===== src/rtl/lcd_ord_pkg.sv =====
`timescale 1ns/1ps
package lcd_ord_pkg;
  typedef struct packed {
    logic serial;
    logic reverse;
  } ord_mode_t;
endpackage


===== src/rtl/lcd_mode_decode.sv =====
`timescale 1ns/1ps
module lcd_mode_decode
  import lcd_ord_pkg::*;
(
  input  logic [1:0] out_sel_i,
  input  logic [1:0] disp_mode_i,
  output ord_mode_t  mode_o
);
  logic rgb_if;
  // non-RGB interfaces are forced to parallel RGB
  assign rgb_if         = (out_sel_i == 2'b00);
  assign mode_o.serial  = rgb_if & disp_mode_i[1];
  assign mode_o.reverse = rgb_if & disp_mode_i[0];
endmodule


===== src/rtl/lcd_comp_order.sv =====
`timescale 1ns/1ps
module lcd_comp_order #(
  parameter int COMP_W = 8,
  parameter int N_COMP = 3,
  localparam int DATA_W = COMP_W * N_COMP
) (
  input  logic [DATA_W-1:0] pix_i,
  input  logic              reverse_i,
  output logic [COMP_W-1:0] comps_o [N_COMP]
);
  // comps_o[k] is the k-th component in send order
  for (genvar k = 0; k < N_COMP; k++) begin : g_comp
    assign comps_o[k] = reverse_i ? pix_i[k*COMP_W +: COMP_W]
                                  : pix_i[(N_COMP-1-k)*COMP_W +: COMP_W];
  end
endmodule


===== src/rtl/lcd_serial_seq.sv =====
`timescale 1ns/1ps
module lcd_serial_seq #(
  parameter int N_COMP = 3,
  localparam int IDX_W = (N_COMP > 1) ? $clog2(N_COMP) : 1
) (
  input  logic             clk_i,
  input  logic             rst_ni,
  input  logic             start_i,
  input  logic             serial_i,
  output logic [IDX_W-1:0] idx_o,
  output logic             busy_o
);
  logic [IDX_W-1:0] left_q;
  logic [IDX_W-1:0] idx_q;

  always_ff @(posedge clk_i or negedge rst_ni) begin
    if (!rst_ni) begin
      left_q <= '0;
      idx_q  <= '0;
    end else if (start_i) begin
      left_q <= serial_i ? IDX_W'(N_COMP - 1) : '0;
      idx_q  <= '0;
    end else if (left_q != '0) begin
      left_q <= left_q - 1'b1;
      idx_q  <= idx_q + 1'b1;
    end
  end

  assign idx_o  = idx_q;
  assign busy_o = (left_q != '0);
endmodule


===== src/rtl/lcd_rgb_orderer.sv =====
`timescale 1ns/1ps
module lcd_rgb_orderer
  import lcd_ord_pkg::*;
#(
  parameter int COMP_W = 8,
  parameter int N_COMP = 3
) (
  input  logic                       clk_i,
  input  logic                       rst_ni,
  input  logic [1:0]                 out_sel_i,
  input  logic [1:0]                 disp_mode_i,
  input  logic                       pix_valid_i,
  output logic                       pix_ready_o,
  input  logic [COMP_W*N_COMP-1:0]   pix_data_i,
  output logic [COMP_W*N_COMP-1:0]   lcd_data_o,
  output logic                       lcd_de_o,
  output logic                       lcd_first_o
);
  localparam int DATA_W = COMP_W * N_COMP;
  localparam int IDX_W  = (N_COMP > 1) ? $clog2(N_COMP) : 1;

  ord_mode_t         mode_d, mode_q;
  logic [DATA_W-1:0] pix_q;
  logic              de_q;
  logic              accept;
  logic              busy;
  logic [IDX_W-1:0]  idx;
  logic [COMP_W-1:0] comps [N_COMP];
  logic [DATA_W-1:0] par_data;

  lcd_mode_decode u_dec (
    .out_sel_i   (out_sel_i),
    .disp_mode_i (disp_mode_i),
    .mode_o      (mode_d)
  );

  assign pix_ready_o = ~busy;
  assign accept      = pix_valid_i & pix_ready_o;

  lcd_serial_seq #(.N_COMP(N_COMP)) u_seq (
    .clk_i    (clk_i),
    .rst_ni   (rst_ni),
    .start_i  (accept),
    .serial_i (mode_d.serial),
    .idx_o    (idx),
    .busy_o   (busy)
  );

  // mode and pixel are captured only at acceptance
  always_ff @(posedge clk_i or negedge rst_ni) begin
    if (!rst_ni) begin
      pix_q  <= '0;
      mode_q <= '0;
      de_q   <= 1'b0;
    end else begin
      if (accept) begin
        pix_q  <= pix_data_i;
        mode_q <= mode_d;
      end
      de_q <= accept | busy;
    end
  end

  lcd_comp_order #(.COMP_W(COMP_W), .N_COMP(N_COMP)) u_ord (
    .pix_i     (pix_q),
    .reverse_i (mode_q.reverse),
    .comps_o   (comps)
  );

  for (genvar k = 0; k < N_COMP; k++) begin : g_par
    assign par_data[DATA_W-1-k*COMP_W -: COMP_W] = comps[k];
  end

  always_comb begin
    lcd_data_o = '0;
    if (de_q) begin
      if (mode_q.serial) lcd_data_o[COMP_W-1:0] = comps[idx];
      else               lcd_data_o = par_data;
    end
  end

  assign lcd_de_o    = de_q;
  assign lcd_first_o = de_q & (idx == '0);
endmodule


===== config.mk =====
export PLATFORM = sky130hd
export DESIGN_NAME = lcd_rgb_orderer
export DESIGN_NICKNAME = d
export VERILOG_FILES = /design/src/rtl/lcd_ord_pkg.sv /design/src/rtl/lcd_mode_decode.sv /design/src/rtl/lcd_comp_order.sv /design/src/rtl/lcd_serial_seq.sv /design/src/rtl/lcd_rgb_orderer.sv
export SDC_FILE = /design/constraint.sdc
export NUM_CORES = 1
export LEC_CHECK = 0
export CAP_MARGIN = 20
export CORE_MARGIN = 2
export CORE_UTILIZATION = 39
export DETAILED_ROUTE_END_ITERATION = 10
export DONT_BUFFER_PORTS = 1
export GPL_ROUTABILITY_DRIVEN = 0
export SYNTH_ARGS = -nofsm -noshare
export SYNTH_HDL_FRONTEND = slang
export SYNTH_HIERARCHICAL = 1
export SYNTH_SLANG_ARGS = --single-unit

===== constraint.sdc =====
create_clock -name clk_i -period 2.5 [get_ports clk_i]
set_clock_uncertainty 0.1 [all_clocks]
set_input_delay 0.125 -clock clk_i [delete_from_list [all_inputs] [get_ports clk_i]]
set_output_delay 0.125 -clock clk_i [all_outputs]
set_load 0.01 [all_outputs]

# Word-level counts from Yosys, hierarchy flattened
# Index checks and enable logic that the tools add are counted.
word_totals:
  reg_bits: 31
  in_bits: 31
  out_inout_bits: 27
classes:
  n_addsub: 2
  order_cmp: 1
  n_mux: 13
  bitwise_logic: 7
  reduce_logical: 4
ops:
  columns: ["op", "n"]
  rows:
  - ["$mux 8", 5]
  - ["$mux 24", 1]
  - ["$bmux 8 s2", 1]
  - ["$mux 16", 1]
  - ["$mux 2", 5]
  - ["$and 1x1->1", 4]
  - ["$logic_not 2->1", 2]
  - ["$reduce_bool 2->1", 2]
  - ["$ge 3x3->1 const B", 1]
  - ["$not 2->3", 1]
  - ["$add 2x1->2 const B", 1]
  - ["$sub 2x1->2 const B", 1]
  - ["$not 1->1", 1]
  - ["$or 1x1->1", 1]

# Depth between registers and ports, before layout
depth:
  ltp_word: 6
  ltp_mapped: 7
  depth_no_buf: 5

# By module
# Netlist, hierarchy kept.
modules_own_cells:
  columns: ["module", "n_inst", "cells_per_inst", "area_per_inst_um2", "seq_area_each_um2"]
  rows:
  - ["lcd_rgb_orderer", 1, 116, 1447.6, 675.6]
  - ["lcd_comp_order", 1, 26, 309.0, 0.0]
  - ["lcd_serial_seq", 1, 17, 187.7, 100.1]
  - ["lcd_mode_decode", 1, 2, 15.0, 0.0]

# Worst setup path after synthesis
# No wires, ideal clock.
synth_path:
  path_type: "register to register"
  from: "register u_seq.left_q[0]"
  to: "register u_seq.left_q[1]"
  setup_time_ns: 0.125
  t_arrival_ns: 1.434
  path_slack_ns: 0.841
  stages_incl_launch_ff: 8
  n_path_buf: 2
  period_less_slack_ns: 1.659
  path_cell_list: "dfrtp_1 inv_1 ha_1 inv_2 nor2b_2 buf_6 buf_12 mux2_2"
synth_between:
  elab_chain_cells: 4
  elab_cells_between_ends: 7
  classes_between: "add/sub (1); mux (2); bitwise (2); reduce/logical (2)"
synth_rtl:
  columns: ["item", "line", "rtl"]
  rows:
  - ["start: declaration", "lcd_serial_seq.sv:13", "logic [IDX_W-1:0] left_q;"]
  - ["start signal: assignment", "lcd_serial_seq.sv:21", "left_q <= serial_i ? IDX_W'(N_COMP - 1) : '0;"]
  - ["start signal: assignment", "lcd_serial_seq.sv:24", "left_q <= left_q - 1'b1;"]
  - ["$reduce_bool 2->1 (*)", "lcd_serial_seq.sv:30", "assign busy_o = (left_q != '0);"]
  - ["net busy", "lcd_rgb_orderer.sv:26", "logic busy;"]
  - ["$not 1->1 (*)", "lcd_rgb_orderer.sv:37", "assign pix_ready_o = ~busy;"]
  - ["$and 1x1->1 (*)", "lcd_rgb_orderer.sv:38", "assign accept = pix_valid_i & pix_ready_o;"]
  - ["net accept", "lcd_rgb_orderer.sv:25", "logic accept;"]
  - ["$mux 2 / $reduce_bool 2->1 (equally long branches)", null, null]
# Mark *: on every way through the listed nets, which the timed path passes. The rest lies on a longest branch. The select of a mux whose other input is x is not followed.
# A chain may end at the register's enable or synchronous reset.

# Worst setup path after layout
layout_path:
  from: "register u_seq.idx_q[0] (netlist: u_seq/idx_o[0])"
  to: "output lcd_data_o[7]"
layout_between:
  elab_chain_cells: 6
layout_rtl:
  columns: ["item", "line", "rtl"]
  rows:
  - ["start: declaration", "lcd_serial_seq.sv:14", "logic [IDX_W-1:0] idx_q;"]
  - ["start signal: assignment", "lcd_serial_seq.sv:25", "idx_q <= idx_q + 1'b1;"]
  - ["$not 2->3 (not written as such)", "lcd_rgb_orderer.sv:77", "if (mode_q.serial) lcd_data_o[COMP_W-1:0] = comps[idx];"]
  - ["$bmux 8 s2", "lcd_rgb_orderer.sv:77", null]
  - ["$mux 8 (not written as such) (2 in a row)", "lcd_rgb_orderer.sv:77", null]
  - ["$mux 8", "lcd_rgb_orderer.sv:77", null]
  - ["$mux 24", "lcd_rgb_orderer.sv:76", "if (de_q) begin"]
  - ["end: declaration", "lcd_rgb_orderer.sv:15", "output logic [COMP_W*N_COMP-1:0] lcd_data_o,"]
# No other way between the ends. The select of a mux whose other input is x is not followed.

==> metrics <==
status=finished, final reports clean; final hold vios=0; routed len/inst=16.8 um; kind of cell adding the most delay to the critical path=simple AND/OR/NAND/NOR gates; Post-synth EDFFs=0; drt total wl=4160 um; Seq/Total Area, Yosys=0.396; M1 WL=1680 um; RSZ-0062 raised after global routing=false; mapped cell area=0.00196 mm^2; port bufs=0; worst-path cell chain=nor2b_1 -> nand2_1 -> a31oi_1; Max Used Layer=met4; number of buffers created by CTS=5; Pins Over Slew Limit=0; layout cell share with drive strength beyond 1=0.326; H-Tree Depth=2; FF/Latch Area=776 um^2; Synth Flop Type=dfrtp_1; Filler cells=437; PwrDens=1430 mW/mm^2; DR WL met3=327 um; Via density=5.08; clock slew at reported path FFs=70 ps; P&R area growth vs syn=18.1%; drt first pass iters=4; Die Y=74.9 um; Initial Util=0.409; maximum buffer depth of the clock tree=2; cts repair resizes=0; routed vias=1,259; Max IR drop VDD=0.446 mV; clk_lat worst skew=280 ps; max-cap viol count=0; slew margin rel.=0.664; CTS tree=built; Antenna Nets Post-Route=0; WP buf/inv=0; Synth Area per Inst=12.2 um^2; critical path peak fanout=12; Synthesis Warnings=6; largest net degree at the start of global routing=32; die width=74.9 um; Synth async-reset ratio=1.00; crit end category=primary output; grt ovf=0; Residual DRC=0; Worst Setup Start Kind=register; Least-Margin Pin Slew=504 ps; most common cell in the netlist=dfrtp_1; Worst EP arrival=1820 ps; GRT Resource Usage Total=0.160; final hold slack=41.0 ps; vias in the first global route=1,353; syn nets=193; largest area contributor in the synthesized netlist=dfrtp_1; I/O pin count=58; worst min-delay path class=in2reg; initial antenna violation count=0; WL met2=2120 um; Max Clk Rate=490 MHz; critical path type=reg2out; Die ar.=0.00561 mm^2; post-route minimum period=2040 ps; setup violators final=0; largest cells by area after synthesis=dfrtp_1 (40%), mux2_4 (22%), mux2_2 (8.0%), and2_1 (5.1%), buf_4 (3.4%); area share of the largest cell type after synthesis=0.396; area of the multi-input gates=0.00100 mm^2; register bit total from synthesis=31; Crit path largest cell delay=550 ps; Core Footprint=0.00479 mm^2; antenna cells=0; # rows=25; Clock Tree Root=clkbuf_8; count of unique library cells instantiated by Yosys=27; Worst Path Required=2280 ps; postcts setup bufs=0; instance count of the mapped netlist=161; first-pass GRT wire length=6620 um; Sink Count=31; Static Leak=0.00101 uW; Final Cycle Share=0.817; DRT iter0 DRCs=47; Post-synth top cells=dfrtp_1 (31), mux2_4 (29), and2_1 (16), mux2_2 (14), buf_4 (9); Worst path slowest cell=dfrtp_1; dpl hpwl=2960 um; hold buffer count at cts=27; setup TNS=0 ps; nets@finish=212
==> layer usage <==
metal  vias to the layer above  global-route usage
li1                        587                   -
met1                       620               0.183
met2                        46               0.277
met3                         6              0.0576
met4                         0              0.0536
met5                         -                   0
==> per-stage QoR <==
step	utilization	instances	setup slack [ps]	power, uW	area (um^2)
floorplan	-	161	841	2580	1960
global placement	0.397	213	621	2650	1900
detailed placement	0.397	213	527	2700	1900
CTS	0.483	248	464	3350	2310
global route	0.483	248	262	3550	2310
finish	0.483	248	458	3320	2310
==> cell families after synthesis <==
logic type | after synthesis | synth area share
flip-flops | 31 | 0.396
multiplexers | 44 | 0.308
buffers and inverters | 22 | 0.0945
adder cells (fa/ha/maj) | 1 | 0.00638
XOR/XNOR | 2 | 0.00894
AND/OR/NAND/NOR | 37 | 0.110
AO/OA/AOI/OAI | 24 | 0.0766
==> cells in the final DEF (no fill, tap or decap), types with 5 or more instances in the layout <==
cell           count
o21bai_1           8
a31oi_1            8
mux2_4            29
nand2_1            8
o21ai_0            8
and2_1            16
clkbuf_8           5
dfrtp_1           31
mux2_2            14
dlygate4sd3_1     26
==> worst paths after layout <==
kind	from	endpoint	slack (ps)	cells past startpoint
worst max-delay path	u_seq/idx_o[0]$_DFFE_PN0P_	lcd_data_o[7]	460	3
worst min-delay path	pix_valid_i	u_seq/idx_o[1]$_DFFE_PN0P_	40	2
worst max register to register	u_seq/left_q[0]$_DFFE_PN0P_	pix_q[15]$_DFFE_PN0P_	530	6
worst min register to register	pix_q[10]$_DFFE_PN0P_	pix_q[10]$_DFFE_PN0P_	440	1
max in group asynchronous	rst_ni	pix_q[15]$_DFFE_PN0P_	1940	2
min in group asynchronous	rst_ni	pix_q[23]$_DFFE_PN0P_	200	2
==> flip-flops by register name, summed over array words and instances (netlist names) <==
name,cells
lcd_de_o,1
mode_q,2
pix_q,24
u_seq/idx_o,2
u_seq/left_q,2
==> power breakdown <==
| group | internal (uW) | switching (uW) |
|---|---|---|
| clock network | 398 | 186 |
| logic | 908 | 796 |
| registers | 758 | 269 |
==> cell type report <==
type / instances / area share
Inverter: 4 / 0.00649
Multi-Input combinational cell: 108 / 0.434
Clock inverter: 2 / 0.0260
Clock buffer: 6 / 0.0314
Sequential cell: 31 / 0.335
Tap cell: 67 / 0.0362
Timing Repair Buffer: 30 / 0.131
Note: power is estimated with default switching activity, not from simulation.
